--- config.mk ---
export PLATFORM = sky130hd
export DESIGN_NAME = td_status_update
export DESIGN_NICKNAME = d
export VERILOG_FILES = /design/src/rtl/tdsu_pkg.sv /design/src/rtl/tdsu_token_dec.sv /design/src/rtl/tdsu_retry.sv /design/src/rtl/tdsu_rewrite.sv /design/src/rtl/td_status_update.sv
export SDC_FILE = /design/constraint.sdc
export NUM_CORES = 1
export LEC_CHECK = 0
export BUFFER_PORTS_ARGS = -buffer_cell sky130_fd_sc_hd__buf_2
export CAP_MARGIN = 10
export CELL_PAD_IN_SITES_DETAIL_PLACEMENT = 2
export CELL_PAD_IN_SITES_GLOBAL_PLACEMENT = 2
export CORE_AREA = 2 2 121 123
export CTS_CLUSTER_SIZE = 12
export DETAILED_ROUTE_END_ITERATION = 7
export DIE_AREA = 0 0 123 125
export PLACE_DENSITY_LB_ADDON = 0.15
export SETUP_SLACK_MARGIN = 0.1
export SLEW_MARGIN = 40
export SYNTH_ARGS = -nofsm -noshare
export SYNTH_HDL_FRONTEND = slang
export SYNTH_SLANG_ARGS = --single-unit
--- constraint.sdc ---
create_clock -name clk -period 3.3 [get_ports clk]
set_input_delay 0.66 -clock clk [delete_from_list [all_inputs] [get_ports clk]]
set_output_delay 0.66 -clock clk [all_outputs]
set_load 0.005 [all_outputs]
--- src/rtl/tdsu_pkg.sv ---
package tdsu_pkg;
   localparam int CW      = 32;
   localparam int LEN_W   = 11;
   localparam int ERR_W   = 2;

   localparam int B_SPD   = 29;
   localparam int B_ERRLO = 27;
   localparam int B_ISO   = 25;
   localparam int B_IOC   = 24;
   localparam int B_ACT   = 23;
   localparam int B_STALL = 22;
   localparam int B_BABB  = 20;
   localparam int B_NAK   = 19;
   localparam int B_TOUT  = 18;

   localparam logic [7:0] PID_SETUP = 8'h2D;
   localparam logic [7:0] PID_IN    = 8'h69;
   localparam logic [7:0] PID_OUT   = 8'hE1;

   typedef enum logic [2:0] {
      OC_DATA   = 3'd0,
      OC_NAK    = 3'd1,
      OC_STALL  = 3'd2,
      OC_NODEV  = 3'd3,
      OC_BABBLE = 3'd4
   } outcome_e;

   typedef enum logic [1:0] {
      VD_SUCCESS = 2'd0,
      VD_SKIP    = 2'd1,
      VD_ABORT   = 2'd2
   } verdict_e;

   typedef struct packed {
      logic [CW-1:0] ctrl;
      logic          wb;
      logic [1:0]    cause;
      logic          perr;
      logic          err_irq;
      logic [1:0]    verdict;
      logic [7:0]    pid;
      logic [6:0]    addr;
      logic [3:0]    ep;
      logic [LEN_W-1:0] max_len;
   } result_t;
endpackage

--- src/rtl/tdsu_token_dec.sv ---
module tdsu_token_dec
   import tdsu_pkg::*;
(
   input  logic [CW-1:0]    token,
   output logic [7:0]       pid,
   output logic [6:0]       addr,
   output logic [3:0]       ep,
   output logic [LEN_W-1:0] max_len,
   output logic             pid_ok,
   output logic             is_in,
   output logic             is_setup
);
   localparam int ML_LO = CW - LEN_W;

   always_comb begin
      pid      = token[7:0];
      addr     = token[14:8];
      ep       = token[18:15];
      max_len  = token[CW-1:ML_LO] + LEN_W'(1);
      is_in    = (pid == PID_IN);
      is_setup = (pid == PID_SETUP);
      pid_ok   = is_in || is_setup || (pid == PID_OUT);
   end
endmodule

--- src/rtl/tdsu_retry.sv ---
module tdsu_retry #(
   parameter int W = 2
) (
   input  logic [W-1:0] cnt_in,
   output logic [W-1:0] cnt_out,
   output logic         expired
);
   always_comb begin
      if (cnt_in == '0) begin
         cnt_out = '0;
         expired = 1'b0;
      end else begin
         cnt_out = cnt_in - W'(1);
         expired = (cnt_in == W'(1));
      end
   end
endmodule

--- src/rtl/tdsu_rewrite.sv ---
module tdsu_rewrite
   import tdsu_pkg::*;
#(
   parameter int CNT_W = 12
) (
   input  logic [CW-1:0]    ctrl,
   input  logic [LEN_W-1:0] max_len,
   input  logic             pid_ok,
   input  logic             is_in,
   input  logic             is_setup,
   input  logic [2:0]       outcome,
   input  logic [CNT_W-1:0] count,
   output logic [CW-1:0]    new_ctrl,
   output logic [1:0]       cause,
   output logic             perr,
   output logic             err_irq,
   output logic [1:0]       verdict
);
   localparam int ERR_HI = B_ERRLO + ERR_W - 1;

   logic [CNT_W-1:0] ml_ext;
   logic             over;
   logic [LEN_W-1:0] len;
   logic [ERR_W-1:0] err_next;
   logic             err_exp;

   tdsu_retry #(.W(ERR_W)) u_retry (
      .cnt_in (ctrl[ERR_HI:B_ERRLO]),
      .cnt_out(err_next),
      .expired(err_exp)
   );

   always_comb begin
      ml_ext = CNT_W'(max_len);
      over   = is_in && (count > ml_ext);
      len    = is_in ? count[LEN_W-1:0] : max_len;
   end

   always_comb begin
      logic tmo;
      new_ctrl = ctrl;
      cause    = {1'b0, ctrl[B_IOC]};
      perr     = 1'b0;
      err_irq  = 1'b0;
      verdict  = VD_SKIP;
      tmo      = 1'b0;
      if (ctrl[B_ACT]) begin
         if (!pid_ok) begin
            perr    = 1'b1;
            verdict = VD_ABORT;
         end else begin
            if (ctrl[B_ISO]) new_ctrl[B_ACT] = 1'b0;
            if ((outcome == OC_DATA) && over) begin
               new_ctrl[B_BABB]  = 1'b1;
               new_ctrl[B_STALL] = 1'b1;
               new_ctrl[B_ACT]   = 1'b0;
               verdict           = VD_ABORT;
            end else begin
               case (outcome)
                  OC_DATA: begin
                     new_ctrl[LEN_W-1:0] = len - LEN_W'(1);
                     new_ctrl[B_ACT]     = 1'b0;
                     if (is_in && ctrl[B_SPD] && (len < max_len)) begin
                        cause[1] = 1'b1;
                        verdict  = VD_SKIP;
                     end else begin
                        verdict  = VD_SUCCESS;
                     end
                  end
                  OC_NAK: begin
                     new_ctrl[B_NAK] = 1'b1;
                     tmo             = is_setup;
                  end
                  OC_STALL: begin
                     new_ctrl[B_STALL] = 1'b1;
                     new_ctrl[B_ACT]   = 1'b0;
                  end
                  OC_BABBLE: begin
                     new_ctrl[B_BABB]  = 1'b1;
                     new_ctrl[B_STALL] = 1'b1;
                     new_ctrl[B_ACT]   = 1'b0;
                     verdict           = VD_ABORT;
                  end
                  default: tmo = 1'b1;
               endcase
               if (tmo) begin
                  new_ctrl[B_TOUT]         = 1'b1;
                  new_ctrl[ERR_HI:B_ERRLO] = err_next;
                  if (err_exp) begin
                     new_ctrl[B_ACT] = 1'b0;
                     err_irq         = 1'b1;
                  end
               end
            end
         end
      end
   end
endmodule

--- src/rtl/td_status_update.sv ---
module td_status_update
   import tdsu_pkg::*;
#(
   parameter int CNT_W   = 12,
   parameter int REG_OUT = 1
) (
   input  logic             clk,
   input  logic             rst_n,
   input  logic             in_valid,
   input  logic [31:0]      in_ctrl,
   input  logic [31:0]      in_token,
   input  logic [2:0]       in_outcome,
   input  logic [CNT_W-1:0] in_count,
   output logic             out_valid,
   output logic [31:0]      out_ctrl,
   output logic             out_wb_need,
   output logic [1:0]       out_cause,
   output logic             out_perr,
   output logic             out_err_irq,
   output logic [1:0]       out_verdict,
   output logic [7:0]       out_pid,
   output logic [6:0]       out_dev_addr,
   output logic [3:0]       out_endpt,
   output logic [10:0]      out_max_len
);
   generate
      if (CNT_W < LEN_W) begin : g_bad_cnt
         $error("CNT_W must hold the largest transfer length");
      end
      if (REG_OUT != 0 && REG_OUT != 1) begin : g_bad_reg
         $error("REG_OUT must be 0 or 1");
      end
   endgenerate

   logic             pid_ok, is_in, is_setup;
   logic [CW-1:0]    nctrl;
   result_t          nxt, cur;

   tdsu_token_dec u_dec (
      .token   (in_token),
      .pid     (nxt.pid),
      .addr    (nxt.addr),
      .ep      (nxt.ep),
      .max_len (nxt.max_len),
      .pid_ok  (pid_ok),
      .is_in   (is_in),
      .is_setup(is_setup)
   );

   tdsu_rewrite #(.CNT_W(CNT_W)) u_rw (
      .ctrl    (in_ctrl),
      .max_len (nxt.max_len),
      .pid_ok  (pid_ok),
      .is_in   (is_in),
      .is_setup(is_setup),
      .outcome (in_outcome),
      .count   (in_count),
      .new_ctrl(nctrl),
      .cause   (nxt.cause),
      .perr    (nxt.perr),
      .err_irq (nxt.err_irq),
      .verdict (nxt.verdict)
   );

   always_comb begin
      nxt.ctrl = nctrl;
      nxt.wb   = (nctrl != in_ctrl);
   end

   generate
      if (REG_OUT == 1) begin : g_reg
         logic vld_q;
         always_ff @(posedge clk) begin
            if (!rst_n) begin
               vld_q <= 1'b0;
               cur   <= '0;
            end else begin
               vld_q <= in_valid;
               cur   <= in_valid ? nxt : '0;
            end
         end
         assign out_valid = vld_q;
      end else begin : g_comb
         assign cur       = in_valid ? nxt : '0;
         assign out_valid = in_valid;
      end
   endgenerate

   assign out_ctrl     = cur.ctrl;
   assign out_wb_need  = cur.wb;
   assign out_cause    = cur.cause;
   assign out_perr     = cur.perr;
   assign out_err_irq  = cur.err_irq;
   assign out_verdict  = cur.verdict;
   assign out_pid      = cur.pid;
   assign out_dev_addr = cur.addr;
   assign out_endpt    = cur.ep;
   assign out_max_len  = cur.max_len;
endmodule

==> results.cfg <==
[sta]
post-route-min-period_ns = 3.03
setup_tns_ns = 0
final.setup.worst_slack_ns = 0.268
rsz0062_at_grt = true
finalHoldViolCount = 0
max_freq_mhz = 330
relSlewSlack = 0.629
period_share = 0.919
final-setup-viol-count = 0
final_max_slew_viol_count = 0
worst_slew_pin_slew_ns = 0.551

[logic_synthesis]
synth-main-ff-cell = dfxtp_1
seq_area_frac_synth = 0.416
synth_area_um2 = 3320
yosys_warnings = 0
synthTopCellsByCount = dfxtp_1 (69), and3_1 (36), nor2_1 (36)
synth-edff-count = 0
synth_largest_area_cell = dfxtp_1
ys_types = 63
synth_top_area_frac = 0.416
ys_seq_elements = 69
synth_cells = 350
synth_area_per_cell_um2 = 9.49
synth_nets = 450
ys_top_cells_by_area = dfxtp_1 (42%), and3_1 (6.8%), ha_1 (6.8%)
synth-async-reset-ratio = 0
yosysMostFrequentCell = dfxtp_1

[run]
maxCapViolCount = 0

[pwr]
vdd_drop_max_v = 0.000254
p_leak_nw = 2.62
power_density_nw_per_um2 = 465

[global_routing]
antenna_found_initial = 0
grt_max_degree = 34
grt_pass1_wl_mm = 19.0
grt_use_total = 0.161
grt_pass1_vias = 3703
overflow = 0

[worst_setup_path]
cp.depth = 14
worst_setup_path_start_kind = input pin
crit_type = in -> reg
arrival_ns = 3.28
critPathSlowestCell = a311oi_4
path_common_cell = o21a_1
crit_family = compound AO/OA/AOI/OAI gates
slowest_delay_ns = 0.38
worst_ep_required_time_ns = 3.55
worstSetupStartpoint = in_token[22]
crit_fanout = 7
end_kind = flop
worst-path-buf-inv = 4
worstPathCellList = buf_2 > ha_2 > inv_1 > ha_1 > nor2b_1 > o21a_1 > o21a_1 > o2111ai_1 > buf_4 > nand4bb_4 > a311oi_4 > buf_6 > nor2_1 > a211oi_1
endpoint = out_ctrl[1]

[cells_and_area]
fillers = 1616
antenna_cells = 0
final_nets = 668
drive_above_1_share = 0.476
synthToLayoutAreaGrowth_pct = 56.4
instances_no_fill = 757

[routing]
wl_mm = 12.0
dr.pass1.iters = 4
wl_per_cell_um = 15.9
drc = 0
dr.first_iter.drc_count = 125
post_drt_via_cell_ratio = 4.60
ant_nets = 0
via_count = 3479

[placed_design]
io_buffers = 149
place_ws_ns = -0.270
dp_cells = 734
place.gp.congestion = 0.746
dpl.hpwl_mm = 9.63

[cts]
cts_made_buffers = 9
clk_pin_slew_worst_paths_ns = 0.05
cts_tree = yes
cts-root-buf = clkbuf_16
clock_sinks = 69
cts_hold_buf = 0
htreeDepth = 3
clock_path_buffers = 2

[die]
die_h_um = 125
start_util = 0.234
dieArea_um2 = 15400
rows = 44
core_um2 = 14200
die_w_um = 123
io_pins = 152

[hold_path]
holdCritStartpoint = in_ctrl[20]
hold_path.class = in -> reg

[run_status]
status = complete, no violations
## state kept, by name (all words and copies together) (netlist names)
register      flops
out_ctrl         32
out_max_len      11
out_pid           8
out_dev_addr      7
out_endpt         4
out_verdict       2
out_cause         1
out_err_irq       1
out_perr          1
out_valid         1
out_wb_need       1
## placed cells by master (no fill, tap or decap), types with 4 or more instances in the layout
| cell | Yosys | routed |
|---|---|---|
| a211oi_2 | 8 | 8 |
| a21oi_1 | 16 | 15 |
| and2_1 | 3 | 4 |
| and3_1 | 36 | 36 |
| buf_2 | 1 | 149 |
| buf_4 | 1 | 68 |
| clkbuf_16 | 0 | 9 |
| dfxtp_1 | 69 | 69 |
| ha_1 | 18 | 17 |
| inv_1 | 12 | 12 |
| nand2_1 | 16 | 16 |
| nand3_1 | 8 | 8 |
| nor2_1 | 36 | 36 |
| nor2_2 | 8 | 8 |
| nor3_1 | 14 | 13 |
| o21a_1 | 4 | 4 |
| o21ai_0 | 9 | 9 |
| o31a_1 | 4 | 4 |
| xnor2_1 | 8 | 8 |
| xor2_1 | 7 | 7 |
## cell type report
type / instances / area (um^2) / share of cell area
sequential: 69 / 1380 / 0.266
timing repair buffer: 221 / 1320 / 0.254
tap: 184 / 230 / 0.0443
inverter: 13 / 48.8 / 0.00940
clock inverter: 3 / 90.1 / 0.0173
multi-input combinational: 254 / 1850 / 0.357
clock buffer: 13 / 270 / 0.0520
## logic make-up (layout without fill, tap and decap cells)
logic type / count (synthesis) / after routing / synth area share
XOR/XNOR: 18 / 18 / 0.0599
AND/OR/NAND/NOR: 152 / 152 / 0.263
AO/OA/AOI/OAI: 66 / 66 / 0.156
buffers and inverters: 27 / 250 / 0.0365
flip-flops: 69 / 69 / 0.416
adder cells (fa/ha/maj): 18 / 18 / 0.0678
## layer usage
layer	routed length [um]	up-vias	GRT usage	part of all wire
li1	-	1696	-	-
met1	4900	1654	0.183	0.41
met2	6150	110	0.289	0.51
met3	671	19	0.0365	0.056
met4	291	0	0.0615	0.024
met5	0	-	0	0
## power by group
group	switching (mW)	total, mW	internal, mW
Sequential	0.00727	0.874	0.867
Combinational	0.189	0.381	0.192
Clock	0.363	1.16	0.800
Total	0.559	2.42	1.86
## stage by stage
step | hold WS (ns) | power, mW | utilization | area, um^2
after floorplan | 0.732 | 1.05 | - | 3320
after global placement | 0.864 | 1.26 | 0.334 | 4740
after detailed placement | 0.867 | 1.27 | 0.334 | 4740
after CTS | 0.515 | 2.45 | 0.359 | 5100
after global routing | 0.522 | 2.54 | 0.366 | 5190
final | 0.524 | 2.42 | 0.366 | 5190
## repair_timing
action,CTS,global route
pin swaps,0,5
setup endpoints to repair,4,16
gates cloned,0,1
resized for setup,1,12
buffers inserted,0,6
## how the worst min path moves through the flow
stage | cells past startpoint | to
after floorplan | 1 | out_max_len[0]
after global placement | 3 | out_ctrl[20]
after detailed placement | 3 | out_ctrl[20]
after CTS | 3 | out_ctrl[20]
after global routing | 3 | out_ctrl[20]
final | 3 | out_ctrl[20]
Power figures use the tool's default switching activity.
